===== config.mk =====
export PLATFORM = sky130hd
export DESIGN_NAME = reset_timeout_gen
export DESIGN_NICKNAME = d
export VERILOG_FILES = /design/src/rtl/reset_timeout_gen.sv
export SDC_FILE = /design/constraint.sdc
export NUM_CORES = 1
export LEC_CHECK = 0
export BUFFER_PORTS_ARGS = -buffer_cell sky130_fd_sc_hd__buf_2
export CAP_MARGIN = 10
export CORE_AREA = 2 2 39 41
export CTS_BUF_LIST = sky130_fd_sc_hd__clkbuf_4
export CTS_CLUSTER_SIZE = 12
export DETAILED_ROUTE_END_ITERATION = 10
export DIE_AREA = 0 0 41 43
export GPL_ROUTABILITY_DRIVEN = 0
export PLACE_DENSITY = 0.55
export SYNTH_ARGS = -nofsm -noshare
export SYNTH_HDL_FRONTEND = slang
export SYNTH_SLANG_ARGS = --single-unit

===== constraint.sdc =====
create_clock -name clk -period 1.4 [get_ports clk]
set_clock_uncertainty 0.15 [all_clocks]
set_input_delay 0.14 -clock clk [delete_from_list [all_inputs] [get_ports clk]]
set_output_delay 0.14 -clock clk [all_outputs]
set_load 0.005 [all_outputs]

===== src/rtl/reset_timeout_gen.sv =====
module reset_timeout_gen #(
  parameter int RECOVERY_TICKS = 200,
  parameter bit HIGH_ONLY      = 1'b0
) (
  input  logic clk,
  input  logic por,
  input  logic supply_ok,
  input  logic man_rst_n,
  input  logic tick,
  output logic rst_n,
  output logic rst
);
  localparam int CW = $clog2(RECOVERY_TICKS + 1);
  localparam logic [CW-1:0] LAST = CW'(RECOVERY_TICKS);

  logic          m_meta, m_sync;
  logic [CW-1:0] cnt;
  logic          act;
  logic          cause, done;

  assign cause = !supply_ok || !m_sync;
  assign done  = (cnt == LAST);

  always_ff @(posedge clk) begin
    if (por) begin
      m_meta <= 1'b1;
      m_sync <= 1'b1;
      cnt    <= '0;
      act    <= 1'b1;
    end else begin
      m_meta <= man_rst_n;
      m_sync <= m_meta;
      if (cause)             cnt <= '0;
      else if (tick && !done) cnt <= cnt + 1'b1;
      act <= cause || !done;
    end
  end

  assign rst = act;

  generate
    if (HIGH_ONLY) begin : g_high_only
      assign rst_n = 1'b1;
    end else begin : g_both
      assign rst_n = !act;
    end
  endgenerate

  assert_supply_bad_R1: assert property (@(posedge clk) disable iff (por)
    !supply_ok |=> rst);

  assert_manual_low_R2: assert property (@(posedge clk) disable iff (por)
    !m_sync |=> rst);

  assert_release_full_R3: assert property (@(posedge clk) disable iff (por)
    $fell(act) |-> ($past(cnt) == LAST));

  assert_cleared_on_cause_R5: assert property (@(posedge clk) disable iff (por)
    cause |=> (cnt == '0));

  assert_min_hold_R6: assert property (@(posedge clk) disable iff (por)
    $rose(act) |=> act);

  assert_tick_only_R7: assert property (@(posedge clk) disable iff (por)
    (!tick && !cause) |=> $stable(cnt));

  assert_polarity_R8: assert property (@(posedge clk) disable iff (por)
    HIGH_ONLY ? (rst_n == 1'b1) : (rst_n == !rst));

  assert_por_forces_R9: assert property (@(posedge clk)
    por |=> (rst && cnt == '0));
endmodule


# Word level (Yosys, flattened, before mapping)
# Cells that the tools add are included.
# classes
n_reduce_logical,8
n_addsub,1
eq_ne,1
# ops
operator,n
8-bit by 1-bit adder with 8-bit output (second input constant),1
8-bit equality test (second input constant),1
1-bit zero test,4
1-bit logical OR,2
2-bit OR reduction,1
1-bit logical AND,1
# totals
wordCells,14
reg_bits,11
out_inout_bits,2
inputBits,5

# Logic depth before layout (Yosys ltp)
# depth
word_depth,3
ltp_mapped,5

# Worst setup path after synthesis
# Ideal clock, no wire load.
# synth_timing
path_type,register -> register
startpoint,register cnt[0]
endpoint,register act (netlist: rst)
arrival_time_ns,1.114
synth_period_minus_slack_ns,1.398
stages_incl_launch_ff,5
required_time_ns,1.116
setup_slack_ns,0.002
cell_sequence,dfxtp_1 inv_1 ha_1 nand4bb_1 or4_1
# synth_between
elab_chain_len,3
# synth_rtl
item,line,rtl
"start, declared",17,logic [CW-1:0] cnt;
"start signal, assigned",34,else if (tick && !done) cnt <= cnt + 1'b1;
8-bit equality test,22,assign done = (cnt == LAST);
1-bit zero test,35,act <= cause || !done;
1-bit logical OR,35,
"end signal, assigned",35,
"end, declared",18,logic act;
# Every way passes these cells.
# A chain may end at the register's enable or synchronous reset.

# Final worst setup path
# layout_timing
startpoint,register cnt[1]
endpoint,register cnt[0]
# layout_between
elab_chain_len,3
# layout_rtl
item,line
8-bit equality test,22
1-bit zero test,34
1-bit logical AND,34
# Every way passes these cells.

==> metrics.cfg <==
[route]
routed_wl_um = 1010
via_per_inst = 4.75
drtPass1Iterations = 2
drc_errors = 0
ant_nets = 0
wl_per_cell_um = 10.8
drt_iter0_markers = 1
vias = 442

[timing]
max_slew_margin_pct = 87.3
whs_ps = 55.4
setup_violations = 1
fin_crit_sh_pct = 100
max_freq_ghz = 0.714
rsz0062_at_grt = true
fin_crit_ps = 1400
drv_slew = 0
hold_violations = 0
fin_ws_ps = -0.815
tightest_slew_ps = 190

[global_routing]
grtUsageTotal_pct = 15.0
grt_antenna_before_repair = 0
grt_pass1_wl_um = 1750
grt_max_degree = 8
grt_overflow = 0
grt_pass1_vias = 432

[clock_network]
clockBufferDepth = 2
clk_latency_ps = 270
htreeDepth = 1
clock-sinks = 11
cts_buffers = 3
tritoncts = done
clkTransAtPathRegs_ps = 70
cts_root_buf = clkbuf_4

[power]
ir_drop_mv = 0.574
p_total_w = 0.000600
p_comb_share_pct = 7.8
p_per_area_nw_per_um2 = 865
power_frac_seq_pct = 53.3
p_clk_share_pct = 38.9
p_leak_nw = 0.278
p_sw_share_pct = 21.0
p_switching_w = 0.000126
internal_power_w = 0.000474

[finish]
synthToLayoutAreaGrowth_pct = 41.9
drive_gt1_share_pct = 39.0
n_antenna_cell = 0
fin_util_pct = 50.2
fin_nets = 85

[setup_path]
cp.buffers_inverters = 1
crit_chain = inv_2 > ha_4 > nand4bb_1 > o31a_1 > mux2i_1
crit_family = compound AO/OA/AOI/OAI gates
critPathRequiredTime_ps = 1400
critPathMaxFanout = 4
cpPeakStageDelay_ps = 350
cp-end-kind = flip-flop
worstSetupPathType = flip-flop to flip-flop
cp_slowest_cell = o31a_1
arrival_ps = 1400
cp-start-kind = flip-flop

[yosys]
syn_avg_cell_area_sq_um = 9.06
synth_top_family_by_area = simple AND/OR/NAND/NOR gates
yosys.area_share.simple_pct = 29.4
yosysMostFrequentCell = dfxtp_1
synth-adder-area-share_pct = 5.12
ys_ff_latch = 11
synth_cell_types = 19
syn_area_sq_um = 489
synth_flop_cell = dfxtp_1
netlist_top_cells_count = 11 x dfxtp_1, 7 x nand2_1, 4 x a21oi_1, 4 x nand4_1
yosys_warnings = 0
synthCells = 54
synthesis.nets = 61
synth-edff-count = 0
ys_async_sr_fraction_pct = 0
synthXorXnorAreaFrac_pct = 3.58
synth_area_leader_cell = dfxtp_1
synthTopCellsByArea = dfxtp_1 45%, nand2_1 5.4%, ha_1 5.1%
synth-seq-area-share_pct = 45.0
synth_compound_area_share_pct = 10.5
synth_top_area_share_pct = 45.0
muxShareOfSynthArea_pct = 4.09

[die]
fp.dieW_um = 41
core_sq_um = 1380
row_count = 14
ios = 7
start_util_pct = 35.4
dieArea_sq_um = 1760
fp.dieH_um = 43

[run]
maxCapViolCount = 0

[place]
numPortBuffers = 6
hpwlAfterDp_um = 730

[outcome]
outcome = complete, but fails checks
violations = setup timing

[worst_hold_path]
worstHoldPathType = input port to flip-flop

per-stage QoR:
stage                     setup TNS [ps]  cell area [sq um]  std cells  setup slack (ps)
after floorplan                        0                489         54              2.02
after global placement             -42.5                599         84             -42.5
after detailed placement            -174                599         84             -64.9
after CTS                              0                656         90              18.7
after global routing                -203                694         93             -70.5
final                             -0.815                694         93            -0.815
cell type report:
class,count,area [sq um]
fill,138,689
multi-input combinational,40,278
sequential,11,223
timing repair buffer,19,133
clock buffer,4,30.0
tap,16,20.0
inverter,3,11.3
path summary, 6_finish.rpt:
kind                             from                  end  slack (ps)  depth (start not counted)
hold / removal              supply_ok       rst$_SDFF_PP1_          60                          3
setup / recovery  cnt[1]$_SDFFE_PP0P_  cnt[0]$_SDFFE_PP0P_        -0.8                          5
hold reg to reg     m_meta$_SDFF_PP1_    m_sync$_SDFF_PP1_         260                          1
setup reg to reg  cnt[1]$_SDFFE_PP0P_  cnt[0]$_SDFFE_PP0P_        -0.8                          5
cells by family after synthesis:
family | count (synthesis)
AND/OR/NAND/NOR | 25
flip-flops | 11
AO/OA/AOI/OAI | 9
buffers and inverters | 3
XOR/XNOR | 2
multiplexers | 2
adder cells (fa/ha/maj) | 2
per-layer routing:
| layer | track usage, % | wire (um) | vias to the layer above |
|---|---|---|---|
| met5 | 0 | 0 | - |
| met1 | 17.2 | 444 | 191 |
| met3 | 7.85 | 52 | 0 |
| met4 | 6.00 | 0 | 0 |
| met2 | 22.5 | 511 | 9 |
| li1 | - | - | 242 |
flip-flops by register name, indices dropped and copies added, names as in the netlist:
| signal | cells |
|---|---|
| cnt | 8 |
| m_meta | 1 |
| m_sync | 1 |
| rst | 1 |
timing repair:
item | in CTS | in global routing
setup endpoints to repair | 4 | 5
resized for setup | 3 | 5
endpoints found under the hold margin | 2 | 0
pin swaps | 3 | 5
setup buffers | 0 | 3
gates cloned | 0 | 0
hold buffers | 2 | 0
layout by cell type, fill, tap and decap left out, types with 3 or more instances in the layout:
master / count
a21oi_1: 4
nand2_1: 7
buf_4: 11
nand4_1: 4
clkbuf_4: 4
o21ai_0: 3
or3_1: 3
dfxtp_1: 9
buf_2: 6
power by group through the flow:
stage	Combinational, W	Clock (W)	Sequential [W]
floorplan	0.0000151	0	0.000327
global placement	0.0000352	0	0.000327
detailed placement	0.0000353	0	0.000327
CTS	0.0000397	0.000247	0.000320
global route	0.0000519	0.000265	0.000320
finish	0.0000471	0.000233	0.000320
worst reg2reg max path: stages (launching register included):
cell and delay [ps]:
dfxtp_2 340, inv_2 70, ha_4 120, nand4bb_1 130, o31a_1 350, mux2i_1 130
Power figures use the tool's default switching activity.
